### src/rtl/sd_cmd_pkg.sv
// Shared constants and types for the SD command issue unit.
// Assumes a 32-bit command word whose flag positions are fixed below.
package sd_cmd_pkg;
    localparam int CMD_W        = 32;
    localparam int IDX_W        = 6;
    localparam int START_BIT    = 31;
    localparam int CLKCHG_BIT   = 21;
    localparam int AUTOSTOP_BIT = 12;
    localparam int LONG_BIT     = 7;
    localparam int EXPECT_BIT   = 6;
    localparam int STOP_INDEX   = 12;
    localparam int SHORT_BYTES  = 4;

    typedef enum logic [1:0] {
        ST_IDLE  = 2'd0,
        ST_WAIT  = 2'd1,
        ST_CHECK = 2'd2
    } seq_state_t;
endpackage

### src/rtl/sd_cmd_timeout.sv
// Response wait limiter: counts cycles while a request is pending.
// It signals expiry in the LIMIT-th pending cycle.
// Assumes LIMIT >= 2. The count clears whenever run is low.
module sd_cmd_timeout #(
    parameter int LIMIT = 64
) (
    input  logic clk,
    input  logic rst_n,
    input  logic run,
    output logic expired
);
    localparam int CNT_W = $clog2(LIMIT);

    logic [CNT_W-1:0] cnt_q;

    // Counts pending cycles and restarts when no request is pending.
    always_ff @(posedge clk) begin
        if (!rst_n || !run) begin
            cnt_q <= '0;
        end else if (cnt_q != CNT_W'(LIMIT - 1)) begin
            cnt_q <= cnt_q + 1'b1;
        end
    end

    // Expiry flag for the final allowed pending cycle.
    always_comb begin
        expired = run && (cnt_q == CNT_W'(LIMIT - 1));
    end
endmodule

### src/rtl/sd_cmd_resp_decode.sv
// Response classifier and word arranger.
// It decides whether a card answer satisfies the requested response type
// and builds the response words. Purely combinational.
// Assumes byte 0 of the answer sits in the top byte of data.
module sd_cmd_resp_decode
    import sd_cmd_pkg::*;
#(
    parameter int RESP_BYTES = 16,
    parameter int LEN_W      = 5
) (
    input  logic                    expect_rsp,
    input  logic                    long_rsp,
    input  logic                    fail,
    input  logic [LEN_W-1:0]        len,
    input  logic [8*RESP_BYTES-1:0] data,
    output logic                    ok,
    output logic                    load,
    output logic [8*RESP_BYTES-1:0] words
);
    localparam int WORDS = RESP_BYTES / 4;
    localparam int TOP   = 8 * RESP_BYTES - 1;

    logic [8*RESP_BYTES-1:0] long_words;
    logic [8*RESP_BYTES-1:0] short_words;

    // Arranges words: word i takes bytes 4*(WORDS-1-i)..+3, big-endian.
    generate
        for (genvar i = 0; i < WORDS; i++) begin : g_word
            assign long_words[32*i +: 32] = data[32*i +: 32];
            if (i == 0) begin : g_first
                assign short_words[31:0] = data[TOP -: 32];
            end else begin : g_rest
                assign short_words[32*i +: 32] = '0;
            end
        end
    endgenerate

    // Checks the answer length against the requested response type.
    always_comb begin
        if (fail) begin
            ok = 1'b0;
        end else if (!expect_rsp) begin
            ok = 1'b1;
        end else if (long_rsp) begin
            ok = (len == LEN_W'(RESP_BYTES));
        end else begin
            ok = (len == LEN_W'(SHORT_BYTES));
        end
        load  = ok && expect_rsp;
        words = long_rsp ? long_words : short_words;
    end
endmodule

### src/rtl/sd_cmd_seq.sv
// Command sequencer: launches requests, resolves answers or timeouts,
// and inserts the automatic stop command. It emits one-cycle events.
// Assumes launch is only asserted while busy is low.
module sd_cmd_seq
    import sd_cmd_pkg::*;
#(
    parameter int ARG_W = 32
) (
    input  logic             clk,
    input  logic             rst_n,
    input  logic             launch,
    input  logic             launch_clkchg,
    input  logic [IDX_W-1:0] launch_idx,
    input  logic [ARG_W-1:0] arg_val,
    input  logic             stored_clkchg,
    input  logic             stored_auto,
    input  logic             xfer_zero,
    input  logic             fifo_access,
    input  logic             rsp_valid,
    input  logic             dec_ok,
    input  logic             dec_load,
    input  logic             tmo_expired,
    output logic             busy,
    output logic             wait_run,
    output logic             req_valid,
    output logic [IDX_W-1:0] req_index,
    output logic [ARG_W-1:0] req_arg,
    output logic             resp_load,
    output logic             evt_done,
    output logic             evt_noresp,
    output logic             evt_asdone
);
    seq_state_t       state_q;
    logic             is_stop_q;
    logic [IDX_W-1:0] idx_q;
    logic [ARG_W-1:0] arg_q;
    logic             resolve;
    logic             stop_due;

    // Decides when the pending request ends and whether a stop is due.
    always_comb begin
        resolve  = (state_q == ST_WAIT) && (rsp_valid || tmo_expired);
        stop_due = stored_auto && xfer_zero;
    end

    // Main sequence: idle, waiting for the card, post-command stop check.
    always_ff @(posedge clk) begin
        if (!rst_n) begin
            state_q    <= ST_IDLE;
            is_stop_q  <= 1'b0;
            idx_q      <= '0;
            arg_q      <= '0;
            evt_done   <= 1'b0;
            evt_noresp <= 1'b0;
            evt_asdone <= 1'b0;
        end else begin
            evt_done   <= 1'b0;
            evt_noresp <= 1'b0;
            evt_asdone <= 1'b0;
            case (state_q)
                ST_IDLE: begin
                    if (launch) begin
                        is_stop_q <= 1'b0;
                        if (launch_clkchg) begin
                            evt_done <= 1'b1;
                            state_q  <= ST_CHECK;
                        end else begin
                            idx_q   <= launch_idx;
                            arg_q   <= arg_val;
                            state_q <= ST_WAIT;
                        end
                    end else if (fifo_access && stop_due) begin
                        is_stop_q <= 1'b1;
                        if (stored_clkchg) begin
                            evt_done   <= 1'b1;
                            evt_asdone <= 1'b1;
                        end else begin
                            idx_q   <= IDX_W'(STOP_INDEX);
                            arg_q   <= '0;
                            state_q <= ST_WAIT;
                        end
                    end
                end
                ST_WAIT: begin
                    if (resolve) begin
                        if (rsp_valid && dec_ok) begin
                            evt_done <= 1'b1;
                        end else begin
                            evt_noresp <= 1'b1;
                        end
                        if (is_stop_q) begin
                            evt_asdone <= 1'b1;
                            state_q    <= ST_IDLE;
                        end else begin
                            state_q <= ST_CHECK;
                        end
                    end
                end
                ST_CHECK: begin
                    if (stop_due) begin
                        is_stop_q <= 1'b1;
                        if (stored_clkchg) begin
                            evt_done   <= 1'b1;
                            evt_asdone <= 1'b1;
                            state_q    <= ST_IDLE;
                        end else begin
                            idx_q   <= IDX_W'(STOP_INDEX);
                            arg_q   <= '0;
                            state_q <= ST_WAIT;
                        end
                    end else begin
                        state_q <= ST_IDLE;
                    end
                end
                default: state_q <= ST_IDLE;
            endcase
        end
    end

    // Drives the handshake outputs and the response load strobe.
    always_comb begin
        busy      = (state_q != ST_IDLE);
        wait_run  = (state_q == ST_WAIT);
        req_valid = wait_run;
        req_index = idx_q;
        req_arg   = arg_q;
        resp_load = wait_run && rsp_valid && dec_load;
    end
endmodule

### src/rtl/sd_cmd_unit.sv
// SD command issue unit top: holds the command, argument and response
// registers, and wires the sequencer, decoder and wait limiter together.
// Assumes register writes arrive as single-cycle strobes.
module sd_cmd_unit
    import sd_cmd_pkg::*;
#(
    parameter int ARG_W          = 32,
    parameter int RESP_BYTES     = 16,
    parameter int LEN_W          = 5,
    parameter int XFER_W         = 32,
    parameter int TIMEOUT_CYCLES = 64
) (
    input  logic                    clk,
    input  logic                    rst_n,
    input  logic                    cmd_wr,
    input  logic [CMD_W-1:0]        cmd_wdata,
    input  logic                    arg_wr,
    input  logic [ARG_W-1:0]        arg_wdata,
    input  logic                    fifo_access,
    input  logic [XFER_W-1:0]       xfer_remaining,
    input  logic                    card_rsp_valid,
    input  logic [LEN_W-1:0]        card_rsp_len,
    input  logic [8*RESP_BYTES-1:0] card_rsp_data,
    input  logic                    card_rsp_fail,
    output logic [CMD_W-1:0]        cmd_word,
    output logic [ARG_W-1:0]        cmd_arg,
    output logic [8*RESP_BYTES-1:0] resp_words,
    output logic                    card_req_valid,
    output logic [IDX_W-1:0]        card_req_index,
    output logic [ARG_W-1:0]        card_req_arg,
    output logic                    busy,
    output logic                    evt_cmd_done,
    output logic                    evt_no_resp,
    output logic                    evt_autostop_done
);
    logic [CMD_W-1:0]        cmd_q;
    logic [ARG_W-1:0]        arg_q;
    logic [8*RESP_BYTES-1:0] resp_q;
    logic                    launch;
    logic                    xfer_zero;
    logic                    wait_run;
    logic                    tmo_expired;
    logic                    dec_ok;
    logic                    dec_load;
    logic [8*RESP_BYTES-1:0] dec_words;
    logic                    resp_load;

    // Qualifies a launch and the zero-remaining condition.
    always_comb begin
        launch    = cmd_wr && cmd_wdata[START_BIT] && !busy;
        xfer_zero = (xfer_remaining == '0);
    end

    // Command and argument registers; the start flag is never stored.
    always_ff @(posedge clk) begin
        if (!rst_n) begin
            cmd_q <= '0;
            arg_q <= '0;
        end else begin
            if (cmd_wr && !busy) begin
                cmd_q <= cmd_wdata & ~(CMD_W'(1) << START_BIT);
            end
            if (arg_wr && !busy) begin
                arg_q <= arg_wdata;
            end
        end
    end

    // Response registers, loaded only on an accepted answer.
    always_ff @(posedge clk) begin
        if (!rst_n) begin
            resp_q <= '0;
        end else if (resp_load) begin
            resp_q <= dec_words;
        end
    end

    sd_cmd_seq #(
        .ARG_W (ARG_W)
    ) i_seq (
        .clk           (clk),
        .rst_n         (rst_n),
        .launch        (launch),
        .launch_clkchg (cmd_wdata[CLKCHG_BIT]),
        .launch_idx    (cmd_wdata[IDX_W-1:0]),
        .arg_val       (arg_q),
        .stored_clkchg (cmd_q[CLKCHG_BIT]),
        .stored_auto   (cmd_q[AUTOSTOP_BIT]),
        .xfer_zero     (xfer_zero),
        .fifo_access   (fifo_access),
        .rsp_valid     (card_rsp_valid),
        .dec_ok        (dec_ok),
        .dec_load      (dec_load),
        .tmo_expired   (tmo_expired),
        .busy          (busy),
        .wait_run      (wait_run),
        .req_valid     (card_req_valid),
        .req_index     (card_req_index),
        .req_arg       (card_req_arg),
        .resp_load     (resp_load),
        .evt_done      (evt_cmd_done),
        .evt_noresp    (evt_no_resp),
        .evt_asdone    (evt_autostop_done)
    );

    sd_cmd_resp_decode #(
        .RESP_BYTES (RESP_BYTES),
        .LEN_W      (LEN_W)
    ) i_decode (
        .expect_rsp (cmd_q[EXPECT_BIT]),
        .long_rsp   (cmd_q[LONG_BIT]),
        .fail       (card_rsp_fail),
        .len        (card_rsp_len),
        .data       (card_rsp_data),
        .ok         (dec_ok),
        .load       (dec_load),
        .words      (dec_words)
    );

    sd_cmd_timeout #(
        .LIMIT (TIMEOUT_CYCLES)
    ) i_timeout (
        .clk     (clk),
        .rst_n   (rst_n),
        .run     (wait_run),
        .expired (tmo_expired)
    );

    // Output copies of the held registers.
    always_comb begin
        cmd_word   = cmd_q;
        cmd_arg    = arg_q;
        resp_words = resp_q;
    end
endmodule

### config.mk
export PLATFORM = sky130hd
export DESIGN_NAME = sd_cmd_unit
export DESIGN_NICKNAME = d
export VERILOG_FILES = /design/src/rtl/sd_cmd_pkg.sv /design/src/rtl/sd_cmd_timeout.sv /design/src/rtl/sd_cmd_resp_decode.sv /design/src/rtl/sd_cmd_seq.sv /design/src/rtl/sd_cmd_unit.sv
export SDC_FILE = /design/constraint.sdc
export NUM_CORES = 1
export LEC_CHECK = 0
export BUFFER_PORTS_ARGS = -buffer_cell sky130_fd_sc_hd__buf_2
export CAP_MARGIN = 0
export CORE_AREA = 8 8 179 181
export DETAILED_ROUTE_END_ITERATION = 12
export DIE_AREA = 0 0 187 189
export PLACE_DENSITY = 0.74
export SLEW_MARGIN = 20
export SYNTH_ARGS = -nofsm -noshare
export SYNTH_HDL_FRONTEND = slang
export SYNTH_HIERARCHICAL = 1
export SYNTH_SLANG_ARGS = --single-unit
export TNS_END_PERCENT = 5
### constraint.sdc
create_clock -name clk -period 6.7 [get_ports clk]
set_clock_uncertainty 0.15 [all_clocks]
set_input_delay 0.335 -clock clk [delete_from_list [all_inputs] [get_ports clk]]
set_output_delay 0.335 -clock clk [all_outputs]
set_load 0.02 [all_outputs]
* Word level (Yosys, flattened, before mapping) *
Cells that the tools add are included.

operators by class
  reduce and logical (&&, ||, !) cells = 25
  muxes and demuxes = 42
  add/subtract/negate cells = 1
  equality and inequality tests = 11

operators with widths
  kind                                                                     count
  32-bit two-way mux                                                       5
  128-bit two-way mux                                                      1
  32-bit one-hot mux with 2 select lines                                   1
  32-bit zero test                                                         1
  6-bit two-way mux                                                        5
  1-bit two-way mux                                                        19
  1-bit logical AND                                                        12
  2-bit two-way mux                                                        6
  6-bit one-hot mux with 2 select lines                                    1
  3-bit AND reduction                                                      3
  6-bit by 1-bit adder with 6-bit output, second input constant            1
  6-bit == test, second input constant                                     1
  6-bit inequality test, second input constant                             1
  1-bit one-hot mux with 3 select lines                                    2
  2-bit one-hot mux with 3 select lines                                    1
  5-bit by 3-bit == test with 1-bit output, second input constant          1
  5-bit == test, second input constant                                     1
  4-bit AND reduction                                                      1
  2-bit nonzero test                                                       2
  1-bit zero test                                                          3
  3-bit by 1-bit inequality test with 1-bit output, second input constant  1
  3-bit by 2-bit inequality test with 1-bit output, second input constant  1
  3-bit inequality test, second input constant                             1
  2-bit by 1-bit == test with 1-bit output, second input constant          1
  6 further kinds                                                          7

word-level totals
  bits of input ports = 236
  word-level logic and storage cells = 90
  register bits after elaboration = 241

* Longest topological paths before layout *
  depth in word-level cells = 8
  depth in mapped cells = 12
  gate-level depth less buffers = 7

* Modules after synthesis *
Netlist, hierarchy kept.

by module, submodules not included
  module              times used  cells each  area each (um^2)
  sd_cmd_unit         1           703         7405.9
  sd_cmd_seq          1           215         1821.7
  sd_cmd_resp_decode  1           149         1111.1
  sd_cmd_timeout      1           33          296.5

* Worst setup path after synthesis *
OpenSTA, ideal clock, no wires.

  path type = register to register
  start = reg i_seq.state_q[0]
  end = reg i_seq.arg_q[10] (netlist: i_seq/req_arg[10])
  path buffers = 5
  arrival = 2230 ps
  required time = 6430 ps
  path slack = 4200 ps
  stages on the path, launching flop included = 13
  cell sequence = dfxtp_1 -> buf_2 -> nor2_1 -> inv_1 -> nor2b_1 -> buf_2 -> buf_2 -> and2_1 -> or4b_4 -> buf_6 -> buf_6 -> nand3_1 -> o21ai_1

on the way
  word-level cells in the longest chain between the ends = 5
  elaborated cells on any way between the ends = 12
  classes of those cells = eq/ne: 4; mux: 2; reduce/logical: 6

RTL lines
  what                                                                                            RTL line           RTL
  from (decl)                                                                                     sd_cmd_seq.sv:33   seq_state_t state_q;
  from (signal assigned)                                                                          sd_cmd_seq.sv:49   state_q <= ST_IDLE;
  from (signal assigned)                                                                          sd_cmd_seq.sv:66   state_q <= ST_CHECK;
  from (signal assigned)                                                                          sd_cmd_seq.sv:70   state_q <= ST_WAIT;
  2-bit nonzero test (*)                                                                          sd_cmd_seq.sv:122  busy = (state_q != ST_IDLE);
  net busy                                                                                        sd_cmd_unit.sv:31  output logic busy,
  1-bit zero test (*)                                                                             sd_cmd_unit.sv:50  launch = cmd_wr && cmd_wdata[START_BIT] && !busy;
  1-bit logical AND (*)                                                                           sd_cmd_unit.sv:50
  net launch                                                                                      sd_cmd_unit.sv:39  logic launch;
  3-bit by 1-bit inequality test with 1-bit output (no line), or another cell as far along        -
  4-bit AND reduction (no line) / 32-bit one-hot mux with 2 select lines (equally long branches)  -
  to (signal assigned)                                                                            sd_cmd_seq.sv:69   arg_q <= arg_val;
  to (decl)                                                                                       sd_cmd_seq.sv:36   logic [ARG_W-1:0] arg_q;

Mark *: on every way through the listed nets, which the timed path passes. The rest lies on a longest branch.
A chain may end at the register's enable or synchronous reset.

* Final worst setup path *
  start = reg cmd_q[7] (netlist: cmd_word[7])
  end = reg resp_q[48] (netlist: resp_words[48])

on the way
  word-level cells in the longest chain between the ends = 5
  elaborated cells on any way between the ends = 6
  classes of those cells = mux: 4; reduce/logical: 2

RTL lines
  what                    RTL line                  RTL
  from (decl)             sd_cmd_unit.sv:36         logic [CMD_W-1:0] cmd_q;
  from (signal assigned)  sd_cmd_unit.sv:61         cmd_q <= cmd_wdata & ~(CMD_W'(1) << START_BIT);
  1-bit two-way mux       sd_cmd_resp_decode.sv:44  end else if (long_rsp) begin
  1-bit two-way mux       sd_cmd_resp_decode.sv:42  end else if (!expect_rsp) begin
  1-bit two-way mux       sd_cmd_resp_decode.sv:40  if (fail) begin
  1-bit logical AND       sd_cmd_resp_decode.sv:49  load = ok && expect_rsp;
  net dec_load            sd_cmd_unit.sv:44         logic dec_load;
  1-bit logical AND       sd_cmd_seq.sv:127         resp_load = wait_run && rsp_valid && dec_load;
  net resp_load           sd_cmd_unit.sv:46         logic resp_load;
  to (signal assigned)    sd_cmd_unit.sv:74         resp_q <= dec_words;
  to (decl)               sd_cmd_unit.sv:38         logic [8*RESP_BYTES-1:0] resp_q;

The timed path passes the listed nets, and every way through them passes these cells.

==> summary.md <==
| Metric | Value |
|---|---|
| First-pass GRT wire length | `52.69 mm` |
| Slowest cell delay on critical path | `0.69 ns` |
| Hold buffers post-CTS | `64` |
| Fill cell count | `2670` |
| DR vias/cell | `4.777` |
| EDFF count, synth | `0` |
| GPL Wtd Cong | `0.8451` |
| Multi-input logic area | `5129 µm²` |
| Total negative setup slack | `0 ns` |
| Post-Place Setup Slack | `3.693 ns` |
| Post-Syn Area | `10640 µm²` |
| Area growth syn-to-layout | `35.21%` |
| Initial Utilization | `36.37%` |
| Synth top area share | `45.36%` |
| Htree depth | `1` |
| Critical path's slowest cell | `and3_4` |
| Slew margin rel. | `33.75%` |
| WP buf/inv | `1` |
| Max-Cap Viols | `0` |
| Row Count | `63` |
| Vias | `9511` |
| Average wire per standard cell | `16.92 µm` |
| Grt total ovfl | `0` |
| Layout cells sized above 1 | `34.96%` |
| Tmin final | `3.052 ns` |
| Clk slew on worst S/H paths | `0.06 ns` |
| Syn_area_per_cell | `9.668 µm²` |
| Ys async rst share | `0%` |
| Post-CTS Setup Repair Bufs | `0` |
| Worst-margin pin slew | `0.9937 ns` |
| Worst-skew pair later-pin latency | `0.52 ns` |
| Core Util, Final | `49.17%` |
| Max-slew violations | `0` |
| Maximum clock rate | `327.6 MHz` |
| Largest net degree at the start of global routing | `153` |
| Period utilisation layout | `45.56%` |
| RSZ-0062 raised after global routing | `false` |
| Hold Violations, Final | `0` |
| First-pass DRT Iterations | `4` |
| Power density cells | `226.5 nW/µm²` |
| Synthesis Warnings | `6` |
| Total CTS buffers | `26` |
| Worst path top cell family by delay | `simple AND/OR/NAND/NOR gates` |
| Register Area | `4828 µm²` |
| Residual DRC | `0` |
| Initial antenna violation count | `3` |
| Die area | `35340 µm²` |
| Antenna viol nets, final | `0` |
| Post-cts resize count | `0` |
| Wirelength, routed | `33.68 mm` |
| Hpwl dp | `23.92 mm` |
| Area contributors post-synth | `dfxtp_1 (45%), mux2i_1 (12%), nor2b_1 (7.7%), and2_1 (5.7%), nand2_1 (4.7%)` |
| CTS root buf | `clkbuf_16` |
| Initial detailed-routing violation count | `381` |
| Critical path fanouts, max | `88` |
| Seq/Total Area, Yosys | `45.36%` |
| Port Buffers | `469` |
| Post-synth cell types | `54` |
| Post-synth top area cell | `dfxtp_1` |
| Setup ws final | `3.648 ns` |
| Worst EP required | `6.96 ns` |
| Post-synthesis register bit count | `241` |
| Crit-path cells | `and3b_1, o21ai_1, nor2_1, and3_4, buf_12, mux2i_1, nor2b_1` |
| Critical Path Source Type | `flip-flop` |
| Clk buf depth | `3` |
| Layout Nets | `1817` |
| Commonest non-fill, non-tap cells in the layout | `buf_2 (468), dfxtp_1 (240), nand2_1 (133)` |
| Outcome | `finished clean` |
| LEAKAGE | `6.185 nW` |
| CTS tree | `built` |
| CP Data Arrival Time | `3.31 ns` |
| Die height | `189 µm` |
| Gr usage total | `17.77%` |
| CTS Sinks | `241` |
| Hold WC Path Type | `in2reg` |
| Setup violators final | `0` |
| Kind of critical path | `reg2reg` |
| Die X-Extent | `187 µm` |
| Commonest non-fill, non-tap cell in the layout | `buf_2` |
| Worst IR drop on VDD | `206.2 µV` |
| Main synth FF type | `dfxtp_1` |
| Syn Inst Count | `1100` |
| I/O pin total | `471` |
| Vias in the first global route | `9742` |
| Core area | `29240 µm²` |
| Syn Nets | `1337` |
| Setup crit end kind | `flip-flop` |
kinds of logic (layout without fill, tap and decap cells):
family                     Yosys count  count (layout)  share of synthesized area, %
other                                1               3                       0.03526
buffers and inverters               95             594                         6.706
muxes                              160             160                         15.58
adders and majority gates            1               1                        0.1176
AOI/OAI and AO/OA                  125             125                         7.871
xor gates and xnor gates             1               1                       0.08237
and+or+nand+nor                    476             476                         24.25
DFF                                241             241                         45.36
sequential cells by signal, indices dropped and copies added (netlist names):
register	cells
resp_words	128
cmd_arg	32
i_seq/req_arg	32
cmd_word	31
i_seq/req_index	6
i_timeout/cnt_q	6
i_seq/state_q	2
i_seq/evt_asdone	1
i_seq/evt_done	1
i_seq/evt_noresp	1
i_seq/is_stop_q	1
worst register-to-register path: cells and delay by family, from the launching register on:
kind | cells | cell delay [ns]
AO/OA/AOI/OAI | 1 | 0.08
flip-flops | 1 | 0.64
multiplexers | 1 | 0.40
AND/OR/NAND/NOR | 4 | 1.10
buffers and inverters | 1 | 0.59
metrics by stage:
| stage | total power [W] | cells | hold WS (ns) | cell area [µm²] |
|---|---|---|---|---|
| after floorplan | 0.001712 | 1100 | 0.2788 | 10640 |
| after global placement | 0.001841 | 1878 | 0.2880 | 12890 |
| after detailed placement | 0.001848 | 1878 | 0.2915 | 12890 |
| after CTS | 0.003294 | 1989 | 0.008607 | 14380 |
| after global routing | 0.003387 | 1991 | 0.02393 | 14380 |
| final | 0.003257 | 1991 | 0.04213 | 14380 |
synth_stat cells, types with 2 or more instances:
cell type,n
mux2i_1,128
nor2_1,6
a21boi_1,36
o31a_1,2
o21ai_1,22
buf_1,4
a211oi_1,3
nand4_1,2
buf_6,11
dfxtp_1,241
nor2b_1,131
and2_1,97
a21boi_0,28
o21a_1,2
mux2_2,28
clkbuf_1,25
buf_4,7
buf_12,13
and4b_1,2
buf_2,19
nor4_1,9
inv_1,6
nand3_1,78
o21ai_0,19
nor3_1,2
mux2_4,4
nand2b_1,2
nand2_1,133
clkbuf_2,10
a21oi_1,4
and3_1,3
where the power goes:
group	switching (W)	internal, W	total (W)
clock	0.000567	0.000843	0.00141
sequential	0.0000279	0.00146	0.00149
combinational	0.000188	0.000167	0.000355
final cells by class:
class / instances / area share [%]
Antenna cell: 2 / 0.03480
Inverter: 6 / 0.1566
Clock buffer: 43 / 5.534
Clock inverter: 4 / 0.3132
Timing Repair Buffer: 541 / 21.33
Tap cell: 390 / 3.393
Multi-Input combinational cell: 764 / 35.67
Sequential cell: 241 / 33.58
path summary, 6_finish.rpt:
check | endpoint | start | slack, ns | cells after the start
worst min register to register | cmd_word[18] | cmd_word[18] | 0.30 | 2
worst max-delay path | resp_words[48] | cmd_word[7] | 3.65 | 7
worst max register to register | resp_words[48] | cmd_word[7] | 3.65 | 7
worst min-delay path | resp_words[95] | card_rsp_data[95] | 0.04 | 4
layer usage:
layer  GRT usage (%)  vias up  part of all wire, %
li1                -     4642                    -
met1           20.41     4418                   40
met2           30.47      383                   48
met3           6.310       66                  9.3
met4           5.834        2                  2.9
met5               0        -                0.024
(Power assumes the default switching activity.)
